`config.mk`:
```
export PLATFORM = sky130hd
export DESIGN_NAME = hp_link_tx
export DESIGN_NICKNAME = d
export VERILOG_FILES = /design/src/rtl/hp_link_tx.sv
export SDC_FILE = /design/constraint.sdc
export NUM_CORES = 1
export LEC_CHECK = 0
export CELL_PAD_IN_SITES_DETAIL_PLACEMENT = 0
export CELL_PAD_IN_SITES_GLOBAL_PLACEMENT = 1
export CORE_MARGIN = 1
export CORE_UTILIZATION = 57
export CTS_BUF_LIST = sky130_fd_sc_hd__clkbuf_8
export CTS_CLUSTER_DIAMETER = 30
export DETAILED_ROUTE_END_ITERATION = 7
export PLACE_DENSITY_LB_ADDON = 0.1
export SLEW_MARGIN = 15
export SYNTH_ARGS = -nofsm -noshare
export SYNTH_HDL_FRONTEND = slang
export SYNTH_SLANG_ARGS = --single-unit
export TNS_END_PERCENT = 5
```
`constraint.sdc`:
```
create_clock -name clk -period 11.4 [get_ports clk]
set_input_delay 2.28 -clock clk [delete_from_list [all_inputs] [get_ports clk]]
set_output_delay 2.28 -clock clk [all_outputs]
set_load 0.005 [all_outputs]
```
`src/rtl/hp_link_tx.sv`:
```
module hp_link_tx #(
  parameter int          SEQ_W     = 3,
  parameter int          RB_DEPTH  = 4,
  parameter int          CRD_MAX   = 4,
  parameter int          HDR_BYTES = 12,
  parameter logic [15:0] CRC_POLY  = 16'h1021,
  parameter logic [15:0] CRC_INIT  = 16'hFFFF,
  parameter logic [7:0]  K_SHP     = 8'h5C,
  parameter logic [7:0]  K_EPF     = 8'hF7,
  parameter logic [7:0]  K_LRTY    = 8'hFE
) (
  input  logic                   clk,
  input  logic                   rst_n,
  input  logic                   hdr_valid,
  output logic                   hdr_ready,
  input  logic [HDR_BYTES*8-1:0] hdr_data,
  input  logic                   lc_valid,
  input  logic [1:0]             lc_type,
  input  logic [SEQ_W-1:0]       lc_arg,
  output logic                   tx_valid,
  output logic                   tx_is_k,
  output logic [7:0]             tx_byte,
  output logic                   credit_err
);
  localparam int RB_AW     = $clog2(RB_DEPTH);
  localparam int CRD_W     = $clog2(CRD_MAX + 1);
  localparam int FRAME_LEN = HDR_BYTES + 8;
  localparam int CNT_W     = $clog2(FRAME_LEN);
  localparam int HDR_LO    = 4;
  localparam int CRC_POS   = HDR_LO + HDR_BYTES;

  typedef enum logic [1:0] {S_IDLE, S_LRTY, S_FRAME} state_t;

  state_t                 state;
  logic [HDR_BYTES*8-1:0] rbuf [RB_DEPTH];
  logic [SEQ_W-1:0]       next_seq, ack_seq, rp_seq, cur_seq, ack_n;
  logic                   cur_retry, replaying, retry_pend;
  logic [CRD_W-1:0]       credits, credits_n;
  logic [1:0]             exp_crd;
  logic [CNT_W-1:0]       cnt;

  function automatic logic [15:0] crc16(input logic [HDR_BYTES*8-1:0] d);
    logic [15:0] c;
    logic        fb;
    c = CRC_INIT;
    for (int i = 0; i < HDR_BYTES; i++)
      for (int b = 7; b >= 0; b--) begin
        fb = c[15] ^ d[8*i + b];
        c  = {c[14:0], 1'b0};
        if (fb) c = c ^ CRC_POLY;
      end
    return c;
  endfunction

  wire [SEQ_W-1:0] outst    = next_seq - ack_seq;
  wire [SEQ_W-1:0] good_off = lc_arg - ack_seq;
  wire good_ok  = lc_valid && lc_type == 2'd0 && good_off < outst;
  wire lc_bad   = lc_valid && lc_type == 2'd1 && outst != '0;
  wire crd_cmd  = lc_valid && lc_type == 2'd2;
  wire crd_hit  = crd_cmd && lc_arg[1:0] == exp_crd && credits < CRD_W'(CRD_MAX);
  wire crd_bad  = crd_cmd && !crd_hit;

  assign ack_n = good_ok ? lc_arg + SEQ_W'(1) : ack_seq;
  wire [SEQ_W-1:0] rp_off  = rp_seq - ack_n;
  wire [SEQ_W-1:0] outst_n = next_seq - ack_n;
  wire rp_more = rp_off < outst_n;

  assign hdr_ready = state == S_IDLE && !retry_pend && !replaying &&
                     credits != '0 && outst < SEQ_W'(RB_DEPTH);
  wire take = hdr_valid && hdr_ready;

  always_comb begin
    credits_n = credits;
    if (crd_hit) credits_n = credits_n + CRD_W'(1);
    if (take)    credits_n = credits_n - CRD_W'(1);
  end

  always_ff @(posedge clk)
    if (take) rbuf[next_seq[RB_AW-1:0]] <= hdr_data;

  always_ff @(posedge clk or negedge rst_n) begin
    if (!rst_n) begin
      state      <= S_IDLE;
      next_seq   <= '0;
      ack_seq    <= '0;
      rp_seq     <= '0;
      cur_seq    <= '0;
      cur_retry  <= 1'b0;
      replaying  <= 1'b0;
      retry_pend <= 1'b0;
      credits    <= CRD_W'(CRD_MAX);
      exp_crd    <= '0;
      cnt        <= '0;
      credit_err <= 1'b0;
    end else begin
      ack_seq <= ack_n;
      credits <= credits_n;
      if (crd_hit) exp_crd <= exp_crd + 2'd1;
      if (crd_bad) credit_err <= 1'b1;
      case (state)
        S_IDLE: begin
          if (retry_pend) begin
            state      <= S_LRTY;
            retry_pend <= 1'b0;
            replaying  <= 1'b1;
            rp_seq     <= ack_n;
          end else if (replaying) begin
            if (rp_more) begin
              cur_seq   <= rp_seq;
              cur_retry <= 1'b1;
              rp_seq    <= rp_seq + SEQ_W'(1);
              cnt       <= '0;
              state     <= S_FRAME;
            end else begin
              replaying <= 1'b0;
            end
          end else if (take) begin
            cur_seq   <= next_seq;
            cur_retry <= 1'b0;
            next_seq  <= next_seq + SEQ_W'(1);
            cnt       <= '0;
            state     <= S_FRAME;
          end
        end
        S_LRTY: state <= S_IDLE;
        default: begin
          if (cnt == CNT_W'(FRAME_LEN - 1)) state <= S_IDLE;
          else cnt <= cnt + CNT_W'(1);
        end
      endcase
      if (lc_bad) retry_pend <= 1'b1;
    end
  end

  wire [HDR_BYTES*8-1:0] cur_hdr = rbuf[cur_seq[RB_AW-1:0]];
  wire [15:0]            cur_crc = crc16(cur_hdr);

  always_comb begin
    logic [7:0] lcw0;
    int         c;
    lcw0           = '0;
    lcw0[SEQ_W-1:0] = cur_seq;
    lcw0[SEQ_W]     = cur_retry;
    c        = int'(cnt);
    tx_valid = 1'b0;
    tx_is_k  = 1'b0;
    tx_byte  = '0;
    if (state == S_LRTY) begin
      tx_valid = 1'b1;
      tx_is_k  = 1'b1;
      tx_byte  = K_LRTY;
    end else if (state == S_FRAME) begin
      tx_valid = 1'b1;
      if (c < 3) begin
        tx_is_k = 1'b1;
        tx_byte = K_SHP;
      end else if (c == 3) begin
        tx_is_k = 1'b1;
        tx_byte = K_EPF;
      end else if (c < CRC_POS) begin
        tx_byte = cur_hdr[8*(c - HDR_LO) +: 8];
      end else if (c == CRC_POS) begin
        tx_byte = cur_crc[15:8];
      end else if (c == CRC_POS + 1) begin
        tx_byte = cur_crc[7:0];
      end else if (c == CRC_POS + 2) begin
        tx_byte = lcw0;
      end
    end
  end
endmodule

```
# ---- Word level (Yosys, flattened, before mapping)
# Memory sizes are Yosys's and may differ from the RTL's.
# Cells that the tools add are included.
dict set report word_totals {
  reg_bits 28
  ramBits 384
  inputBits 105
  out_inout_bits 12
  wordCells 413
  mem_count 1
}
dict set report op_classes {
  n_addsub 12
  order_cmp 6
  n_eq_ne 17
  n_shift 1
  muxes 141
  n_bitwise 193
  reduce_logical 30
}
# name depth word_bits rd rd_ports_with_merged_regs write_ports line
set mem_list {}
lappend mem_list {rbuf 4 96 1 0 1 35} ;# logic [HDR_BYTES*8-1:0] rbuf [RB_DEPTH];
# cell count
set op_table {}
lappend op_table {{$mux 13} 96}
lappend op_table {{$not 3->3} 95}
lappend op_table {{$shiftx 96x9->8} 1}
lappend op_table {{$xor 1x1->1} 92}
lappend op_table {{$mux 8} 7}
lappend op_table {{$mux 3} 9}
lappend op_table {{$mux 5} 5}
lappend op_table {{$eq 5x5->1 const B} 4}
lappend op_table {{$mux 1} 16}
lappend op_table {{$logic_and 1x1->1} 13}
lappend op_table {{$add 3x1->3 const B} 4}
lappend op_table {{$sub 3x3->3} 4}
lappend op_table {{$mux 2} 5}
lappend op_table {{$pmux 5 s2} 1}
lappend op_table {{$reduce_bool 3->1} 3}
lappend op_table {{$ne 4x4->1 const B} 2}
lappend op_table {{$reduce_and 4->1} 2}
lappend op_table {{$reduce_bool 2->1} 4}
lappend op_table {{$lt 3x3->1} 2}
lappend op_table {{$lt 3x3->1 const B} 2}
lappend op_table {{$ne 3x3->1 const B} 2}
lappend op_table {{$reduce_and 3->1} 2}
lappend op_table {{$sub 5x3->6 const B} 1}
lappend op_table {{$add 5x1->5 const B} 1}
lappend op_table {{other kinds (17)} 27}

# ---- Depth between registers and ports, before layout
# Gate-level depths: netlist (run 1).
# An unclocked memory read counts as a cell.
dict set report depth {
  depth_word 199
  ltp_mapped 25
  ltp_nobuf 25
}

# ---- Worst setup path after synthesis (run 1)
# No wires, ideal clock.
dict set report synth_timing {
  kind {register -> output}
  startpoint {register cur_seq[0]}
  endpoint {output port tx_byte[3]}
  t_arrival_ps 5598
  t_required_ps 9120
  setup_slack_ps 3522
  stages_incl_launch_ff 19
  path_buffers 4
  cell_sequence {dfrtp_1 buf_6 buf_12 buf_12 buf_12 mux4_2 xnor2_2 xnor2_2 xnor3_1 xnor2_1 xnor3_2 xnor3_2 xnor3_2 xnor3_2 xnor3_2 xor2_1 xnor2_1 a21oi_1 a221o_1}
}
dict set report synth_via {
  elab_chain_cells 103
  word_cells_on_any_way 266
  cone_classes {1 x shift; 103 x mux; 161 x bitwise; 1 x memory}
}
# element line
set synth_lines {}
lappend synth_lines {{start: declaration} 36} ;# logic [SEQ_W-1:0] next_seq, ack_seq, rp_seq, cur_seq, ack_n;
lappend synth_lines {{start signal: assignment} 109} ;# cur_seq <= rp_seq;
lappend synth_lines {{start signal: assignment} 118} ;# cur_seq <= next_seq;
lappend synth_lines {{$mem_v2 4x96 *} -}
lappend synth_lines {{$xor 1x1->1} 48} ;# fb = c[15] ^ d[8*i + b];
lappend synth_lines {{$mux 13 (5 in series)} 50} ;# if (fb) c = c ^ CRC_POLY;
lappend synth_lines {{$not 3->3 (no line) / $mux 13 (equally long branches)} -}
lappend synth_lines {{$mux 13} 50}
lappend synth_lines {{$mux 13 / $not 3->3 (equally long branches)} -}
lappend synth_lines {{$mux 13} 50}
lappend synth_lines {{$mux 13 / $xor 1x1->1 (equally long branches)} {50, 48}}
lappend synth_lines {{(+80 left out)} -}
lappend synth_lines {{$mux 13 (4 in series)} 50}
lappend synth_lines {{$mux 8} 164} ;# end else if (c == CRC_POS + 1) begin
lappend synth_lines {{$mux 8} 162} ;# end else if (c == CRC_POS) begin
lappend synth_lines {{$mux 8 *} 160} ;# end else if (c < CRC_POS) begin
lappend synth_lines {{$mux 8 *} 157} ;# end else if (c == 3) begin
lappend synth_lines {{$mux 8 *} 154} ;# if (c < 3) begin
lappend synth_lines {{$mux 8 *} 152} ;# end else if (state == S_FRAME) begin
lappend synth_lines {{$mux 8 *} 148} ;# if (state == S_LRTY) begin
lappend synth_lines {{end: declaration} 22} ;# output logic [7:0] tx_byte,
# Every way passes the cells marked *; elsewhere a longest branch is shown, timed or not.

# ---- Worst setup path in the final report (run 1)
dict set report layout_timing {
  startpoint {register cur_seq[0]}
  endpoint {output port tx_byte[0]}
}
dict set report layout_via {
  elab_chain_cells 102
  word_cells_on_any_way 273
  cone_classes {1 x shift; 104 x mux; 167 x bitwise; 1 x memory}
}
# element line
set layout_lines {}
lappend layout_lines {{$mem_v2 4x96} -}
lappend layout_lines {{$xor 1x1->1} 48}
lappend layout_lines {{$mux 13 (5 in series)} 50}
lappend layout_lines {{$not 3->3 (no line) / $mux 13 (equally long branches)} -}
lappend layout_lines {{$mux 13} 50}
lappend layout_lines {{$mux 13 / $not 3->3 (equally long branches)} -}
lappend layout_lines {{$mux 13} 50}
lappend layout_lines {{$mux 13 / $xor 1x1->1 (equally long branches)} {50, 48}}
lappend layout_lines {{(+79 left out)} -}
lappend layout_lines {{$not 3->3 (no line) / $xor 1x1->1 (equally long branches)} -}
lappend layout_lines {{$mux 13 (4 in series)} 50}
lappend layout_lines {{$mux 8} 162}
lappend layout_lines {{$mux 8 *} 160}
lappend layout_lines {{$mux 8 *} 157}
lappend layout_lines {{$mux 8 *} 154}
lappend layout_lines {{$mux 8 *} 152}
lappend layout_lines {{$mux 8 *} 148}
# Marks and branches as above.

==> metrics.txt, run 1 <==
Die Footprint=about 37000 um2; I/O Buffers=116; max capacitance violation total=0; Max Root-Sink Buffers=3; Synth area leader=edfxtp_1; WL final=between 40000 and 50000 um; Rows=about 70; GR peak layer=met2; routability cong.=0.883; max incr delay on CP=slightly above 0.9 ns; DR pass1 iterations=7; # setup viols final=0; Least-Margin Pin Slew=1.18 ns; Top Family by Delay on Critical Path=XOR/XNOR gates; WP buf/inv=1; Yosys reg bits=412; clock latency at the later pin of the worst-skew pair=0.64 ns; crit path cell chain=mux4_2, xnor2_1, xnor3_1, xnor3_1, xnor3_1, xnor2_4, xnor3_1, xnor3_1, xor2_1, xnor3_1, xor2_1, xnor2_1, a311o_1, o21ai_1, clkdlybuf4s50_1; Layout area overhead=16.1%; worst hold path startpoint=credit_err; CP Class=reg2out; clock tree from TritonCTS=built; largest net degree at the start of global routing=53; Iteration-0 DRC Markers=just under 700; CTS sink cnt=412; Final Max Slew Viols=0; Hold Crit Class=reg2reg; reg2reg start=next_seq[0]; H-Tree Depth=3; GRT Total Usage=0.250; met2 usage=0.390; outcome=finished, violations left; vias in the first global route=11000; Congestion Overflow GR=0; Worst Path Max Fanout=38; RSZ-0062 raised after global routing=false; Worst Path Required=9.12 ns; Netlist cell types=65; Hold Fails Final Rpt=0; YS warnings=0; violated checks=design-rule violations; Die X=193 um; Resize count post-CTS=0; cell count after synthesis=between 1000 and 1500; Synth top area share=0.555; HPWL after detailed placement=around 30000 um; CP arrival=7.76 ns; met1 Track Usage GR=0.356; Worst-path clk slew=about 0.06 ns; global-route wire length before repair=66700 um; Vias/cell=between 5 and 6; CP startpoint kind=flop; post-route minimum period=10.04 ns; Net Count, Synth=about 1200; slowest CP cell=dfrtp_4; fin crit share=0.881; vias post-DR=10400; Post-CTS Setup Repair Bufs=0; Fmax=99.6 MHz; hold_buf cts=0; synthesized area=roughly 21000 um2; Core Area=35700 um2; Post-synth EDFFs=between 300 and 400; Setup TNS=0 ns; Nets=1385; CTS Buf Count=81; initial antenna violation count=0; Post-synth top cells=384 x edfxtp_1, 120 x xnor2_1, 114 x mux4_2, 57 x xnor3_1, 56 x xor2_1; CP startpoint=cur_seq[0]; # IOs=117; diode count=0; Area contributors post-synth=edfxtp_1 55%, mux4_2 12%, xnor3_1 6.2%; Syn Area/Cell=19.3 um2; clock root buffer=clkbuf_8; share of layout cells above drive strength 1=0.236; relative slew slack=0.209; most frequent CP cell=xnor3_1; most frequent cell after synthesis=edfxtp_1; routed len/inst=25.1 um; sequential fraction of the synthesis area=0.588; post-route ant nets=0; Worst Setup End Kind=primary output; dominant synthesized flop cell=edfxtp_1; Die Y=193 um; DR DRC count=7; asr flop ratio synth=0.0680; Initial Util=0.582; M3 GR Usage=0.0545; Clock Skews=0.0290 ns
==> metrics by stage <==
| step | cells | utilization | cell area, um2 | hold slack (ns) | worst slack [ns] |
|---|---|---|---|---|---|
| floorplan | 1076 | - | 20800 | 0.464 | 3.52 |
| global placement | 1627 | 0.626 | 22400 | 0.460 | 2.02 |
| detailed placement | 1627 | 0.626 | 22400 | 0.468 | 1.97 |
| CTS | 1773 | 0.676 | 24200 | 0.481 | 1.28 |
| global route | 1773 | 0.676 | 24200 | 0.496 | 0.997 |
| finish | 1773 | 0.676 | 24200 | 0.473 | 1.36 |
==> state kept, by name (all words and copies together) (netlist names) <==
signal / flops
ack_seq: 3
cnt: 5
credit_err: 1
credits: 3
cur_retry: 1
cur_seq: 3
exp_crd: 2
next_seq: 3
rbuf: 384
replaying: 1
retry_pend: 1
rp_seq: 3
state: 2
==> layout by cell type (no fill, tap or decap), drive strengths merged, types with 28 or more instances in the layout <==
master         instances
clkinv                28
inv                   44
clkbuf                82
clkdlybuf4s50        116
xnor3                 80
xnor2                137
edfxtp               384
xor2                  58
mux4                 120
==> final cells by class <==
class,count,area [um2]
well taps,461,577
multi-input cells,599,8200
fillers,2440,11600
flip-flops and latches,412,12200
clock buffers,82,1130
inverters,27,101
repair buffers,128,1250
clock inverters,64,648
==> final timing paths <==
check,slack [ns],to,depth (start not counted)
min,0.47,credit_err,1
max reg2reg,5.67,cnt[3],24
min in group asynchronous,2.05,replaying,2
max,1.36,tx_byte[0],15
max in group asynchronous,9.03,credits[2],2
min reg2reg,0.47,credit_err,1
==> cells by family after synthesis <==
kind of cell | count (synthesis) | synth area share
compound gates | 68 | 0.0211
simple gates | 74 | 0.0172
buf+inv | 65 | 0.0182
xor+xnor | 291 | 0.197
flops | 412 | 0.588
fa+ha+maj | 31 | 0.0201
mux | 135 | 0.138
==> worst reg2reg max path, stage by stage, from the launching register on <==
cell,delay [ns]
dfrtp_1,0.42
inv_1,0.20
ha_1,0.19
inv_1,0.05
fa_1,0.37
xor2_1,0.18
xnor2_1,0.24
inv_1,0.08
ha_1,0.20
nor4b_1,0.25
nand2_1,0.18
o21ai_0,0.49
ha_1,0.28
fa_1,0.42
inv_1,0.07
ha_1,0.21
a21boi_0,0.12
o21ai_0,0.20
nor3b_1,0.43
nor2_1,0.12
o21ai_0,0.21
and2_0,0.34
nand4_1,0.16
xnor2_1,0.17
nor2_1,0.05
==> routing by layer <==
layer	wire length, um	vias to the layer above
met5	0	-
met4	1030	0
met3	2280	57
met2	21200	304
met1	19900	5374
li1	-	4617
Power of run 1 is left out: the tool's default activity adds up to more than one toggle a clock period on the data nets, which glitch-free logic cannot reach.
==> run 2: changes to the inputs <==
Settings changed: CORE_ASPECT_RATIO set to 0.7, SKIP_LAST_GASP set to 1.
==> metrics.txt, run 2 (synthesized netlist as in run 1, its figures left out) <==
WL final=43600 um (-2.1%); Hold Fails Final Rpt=0 (unchanged); largest net degree at the start of global routing=56 (+5.7%); Clock Skews=0.0322 ns (+0.00327 ns); diode count=0 (unchanged); Fmax=99.5 MHz (about the same); Final Max Slew Viols=0 (unchanged); Iteration-0 DRC Markers=945 (+40%); Die Footprint=37300 um2 (about the same); initial antenna violation count=0 (unchanged); Hold Crit Class=reg2reg; post-route minimum period=10.05 ns (+0.00401 ns); hold_buf cts=0 (unchanged); most frequent cells in the layout=384 x edfxtp_1, 120 x xnor2_1, 116 x clkdlybuf4s50_1; slowest CP cell=dfrtp_4; post-route ant nets=0 (unchanged); r2r setup slk=5.63 ns (-0.04 ns); routability cong.=0.956 (+8.2%); vias post-DR=10300 (-0.44%); Multi-input gate area=8200 um2 (unchanged); clock root buffer=clkbuf_8; CTS Buf Count=69 (-15%); reg2reg start=next_seq[0]; H-Tree Depth=3 (unchanged); Layout area overhead=14.7%; Nets=1374 (-0.79%); # setup viols final=0 (unchanged); CP arrival=7.77 ns (about the same); GRT Total Usage=0.245 (-0.00546); most frequent CP cell=xnor3_2; WP buf/inv=1 (unchanged); commonest non-fill, non-tap cell in the layout=edfxtp_1; CP Class=reg2out; DR pass1 iterations=5 (-2); Initial Util=0.579 (-0.00292); CTS sink cnt=412 (unchanged); CP startpoint=cur_seq[0]; Die X=230 um (+19%); Max Root-Sink Buffers=3 (unchanged); HPWL after detailed placement=30300 um (+0.66%); vias in the first global route=10700 (-3.1%); CP startpoint kind=flop; global-route wire length before repair=66500 um (-0.27%); RSZ-0062 raised after global routing=false; DR DRC count=0 (-7); max reg flops=384 (unchanged); Setup TNS=0 ns (unchanged); clock latency at the later pin of the worst-skew pair=0.63 ns (about the same); Resize count post-CTS=0 (unchanged); FF+latch area=12200 um2 (unchanged); Top Family by Delay on Critical Path=XOR/XNOR gates; fin crit share=0.881 (about the same); crit path cell chain=mux4_1, xnor3_2, xnor2_2, xnor3_1, xnor2_1, xnor3_2, xnor3_2, xnor3_2, xnor3_2, xnor3_2, xnor2_2, xor2_1, a22oi_1, o311ai_2, clkdlybuf4s50_1; share of layout cells above drive strength 1=0.225 (-0.0104); # IOs=117 (unchanged); max incr delay on CP=0.89 ns (-0.02 ns); Core Area=35900 um2 (+0.50%); max capacitance violation total=0 (unchanged); I/O Buffers=116 (unchanged); Die Y=162 um (-16%); worst hold path startpoint=credit_err; Congestion Overflow GR=0 (unchanged); Worst Path Max Fanout=37 (-2.6%); Post-CTS Setup Repair Bufs=0 (unchanged); clock tree from TritonCTS=built; relative slew slack=0.289 (+0.0799); Worst Setup End Kind=primary output; Worst-path clk slew=0.06 ns (about the same); Rows=58 (-16%); Filler cells=2465 (+1.0%); routed len/inst=24.6 um (-1.8%); outcome=finished, final reports clean; Least-Margin Pin Slew=1.04 ns (-0.136 ns); Worst Path Required=9.12 ns (about the same); Vias/cell=5.83 (-0.16%)
-- run 2: cell types whose count changed in the layout (fill, tap and decap cells not counted), sizes merged --
cell	delta
inv	-4
clkbuf	-13
bufinv	-4
buf	+1
clkinv	-4
-- run 2: layout make-up --
| cell class | count | share of cell area |
|---|---|---|
| Clock buffer | 69 | 0.0398 |
| Timing Repair Buffer | 129 | 0.0528 |
| Multi-Input combinational cell | 599 | 0.344 |
| Inverter | 27 | 0.00425 |
| Tap cell | 480 | 0.0252 |
| Sequential cell | 412 | 0.513 |
| Clock inverter | 52 | 0.0209 |
-- run 2: metal layers --
metal / wire length, um / global-route usage
met5: 0 / 0
met4: 642 / 0.0635
met3: 3130 / 0.0569
met2: 19300 / 0.349
met1: 20500 / 0.383
-- run 2: path summary, 6_finish.rpt --
check	to	cells past startpoint
max reg2reg	cnt[3]	24
min	credit_err	1
max	tx_byte[2]	15
max in group asynchronous	credits[2]	2
min in group asynchronous	state[1]	2
min reg2reg	credit_err	1
-- run 2: worst register-to-register path, cell delays in order (launching register included) --
cell	delay, ns
dfrtp_1	0.43
inv_1	0.19
ha_1	0.18
inv_1	0.05
fa_1	0.37
xor2_1	0.18
xnor2_1	0.27
inv_1	0.08
ha_1	0.21
nor4b_1	0.27
nand2_1	0.18
o21ai_0	0.50
ha_1	0.28
fa_1	0.42
inv_1	0.07
ha_1	0.22
a21boi_0	0.12
o21ai_0	0.22
nor3b_1	0.39
nor2_1	0.12
o21ai_0	0.19
and2_0	0.32
nand4_1	0.16
xnor2_1	0.18
nor2_1	0.05
-- run 2: metrics by stage --
step,worst slack (ns),std cells,instance area (um2),utilization,hold WS (ns)
4_1_cts,1.23,1768,23900,0.664,0.483
2_1_floorplan,3.52,1076,20800,-,0.464
3_5_place_dp,1.91,1647,22400,0.624,0.464
3_3_place_gp,2.01,1647,22400,0.624,0.462
5_1_grt,1.01,1768,23900,0.664,0.504
6_report,1.35,1768,23900,0.664,0.477
Power of run 2 is left out for the same reason.
==> run 3: changes to the inputs <==
Settings changed: CAP_MARGIN set to 30, SLEW_MARGIN 15 to unset.
==> metrics.txt, run 3 (synthesized netlist as in run 1, its figures left out) <==
relative slew slack=0.410 (+0.122); WHS Endpoint=credit_err; share of layout cells above drive strength 1=0.217 (-0.00820); # IOs=117 (unchanged); Placement Cell Area=22400 um2 (about the same); CP startpoint kind=flop; Hold Crit Class=reg2reg; CTS Buf Count=68 (-1.4%); Vias/cell=5.84 (+0.13%); routability cong.=0.956 (unchanged); Design Area, Final=23700 um2 (-0.50%); Max Used Layer=met4; WL final=43800 um (+0.47%); Final Max Slew Viols=0 (unchanged); Iteration-0 DRC Markers=922 (-2.4%); fin crit share=0.883 (+0.00155); post-route ant nets=0 (unchanged); global-route wire length before repair=66400 um (-0.10%); r2r setup slk=5.66 ns (+0.03 ns); Post-CTS Setup Repair Bufs=0 (unchanged); vias post-DR=10300 (+0.019%); wire length on met2=19300 um (about the same); clock latency at the later pin of the worst-skew pair=0.63 ns (about the same); clock tree from TritonCTS=built; Setup TNS=0 ns (unchanged); max reg flops=384 (unchanged); Rows=58 (unchanged); diode count=0 (unchanged); Initial Util=0.579 (unchanged); RR Endpoint=cnt[3]; Die Y=162 um (unchanged); most frequent cells in the layout=384 x edfxtp_1, 120 x xnor2_1, 116 x clkdlybuf4s50_1; largest net degree at the start of global routing=56 (unchanged); Resize count post-CTS=0 (unchanged); CTS sink cnt=412 (unchanged); worst hold path startpoint=credit_err; reg2reg start=next_seq[0]; Die Footprint=37300 um2 (unchanged); commonest non-fill, non-tap cell in the layout=edfxtp_1; CP startpoint=cur_seq[0]; H-Tree Depth=3 (unchanged); Clock Skews=0.0326 ns (+0.000376 ns); I/O Buffers=116 (unchanged); RSZ-0062 raised after global routing=false; worst r2r path cells=24 (unchanged); Worst-path clk slew=0.06 ns (about the same); Core Area=35900 um2 (unchanged); clock root buffer=clkbuf_8; Fmax=99.4 MHz (-0.18%); DR DRC count=0 (unchanged); vias in the first global route=10500 (-1.3%); DR pass1 iterations=5 (unchanged); CP Class=reg2out; initial antenna violation count=0 (unchanged); Hold Fails Final Rpt=0 (unchanged); Least-Margin Pin Slew=0.884 ns (-0.157 ns); outcome=finished, final reports clean; Congestion Overflow GR=0 (unchanged); Max Root-Sink Buffers=3 (unchanged); max capacitance violation total=0 (unchanged); GRT Total Usage=0.245 (+0.000657); routed len/inst=24.8 um (+0.58%); CP arrival=7.78 ns (about the same); WL met1=20700 um (+1.2%); post-route minimum period=10.06 ns (+0.0177 ns); Worst Path Required=9.12 ns (about the same); Worst Path Max Fanout=37 (unchanged); HPWL after detailed placement=30300 um (about the same); WL met3=3010 um (-4.0%); # setup viols final=0 (unchanged); Layout area overhead=14.1%; worst hold stages=1 (unchanged); Die X=230 um (unchanged); Worst Setup End Kind=primary output; Nets=1374 (unchanged); hold_buf cts=0 (unchanged)
==> run 3: per-stage QoR <==
stage	hold slack [ns]	utilization	cells	setup WS [ns]
floorplan	0.464	-	1076	3.52
global placement	0.462	0.624	1647	2.01
detailed placement	0.467	0.624	1648	1.92
CTS	0.481	0.661	1766	1.23
global route	0.491	0.661	1766	0.947
finish	0.473	0.661	1766	1.34
==> run 3: worst max-delay path: stages, from the launching register on <==
cell,delay (ns)
dfrtp_4,0.90
mux4_1,0.75
xnor3_2,0.47
xnor2_2,0.41
xnor3_1,0.55
xnor2_1,0.34
xnor3_2,0.44
xnor3_2,0.49
xnor3_2,0.49
xnor3_2,0.44
xnor3_2,0.47
xnor2_2,0.29
xor2_1,0.21
a22oi_1,0.10
o311ai_2,0.26
clkdlybuf4s50_1,0.55
==> run 3: area by class of cell <==
type	instances	area [um2]
Sequential cell	412	12200
Clock inverter	50	390
Fill cell	2461	12200
Multi-Input combinational cell	599	8200
Inverter	27	101
Tap cell	480	601
Clock buffer	68	936
Timing Repair Buffer	130	1260
==> run 3: worst max path at each step <==
| stage | end | slack [ns] | cells past startpoint |
|---|---|---|---|
| 2_1_floorplan | tx_byte[3] | 3.52 | 18 |
| 3_3_place_gp | tx_byte[2] | 2.01 | 15 |
| 3_5_place_dp | tx_byte[2] | 1.92 | 15 |
| 4_1_cts | tx_byte[2] | 1.23 | 15 |
| 5_1_grt | tx_byte[0] | 0.95 | 15 |
| 6_report | tx_byte[2] | 1.34 | 15 |
==> run 3: layer usage <==
layer / global-route usage / vias to the layer above
met2: 0.347 / 345
met4: 0.0602 / 0
met5: 0 / -
li1: - / 4575
met3: 0.0653 / 62
met1: 0.382 / 5326
Power of run 3 is left out for the same reason.
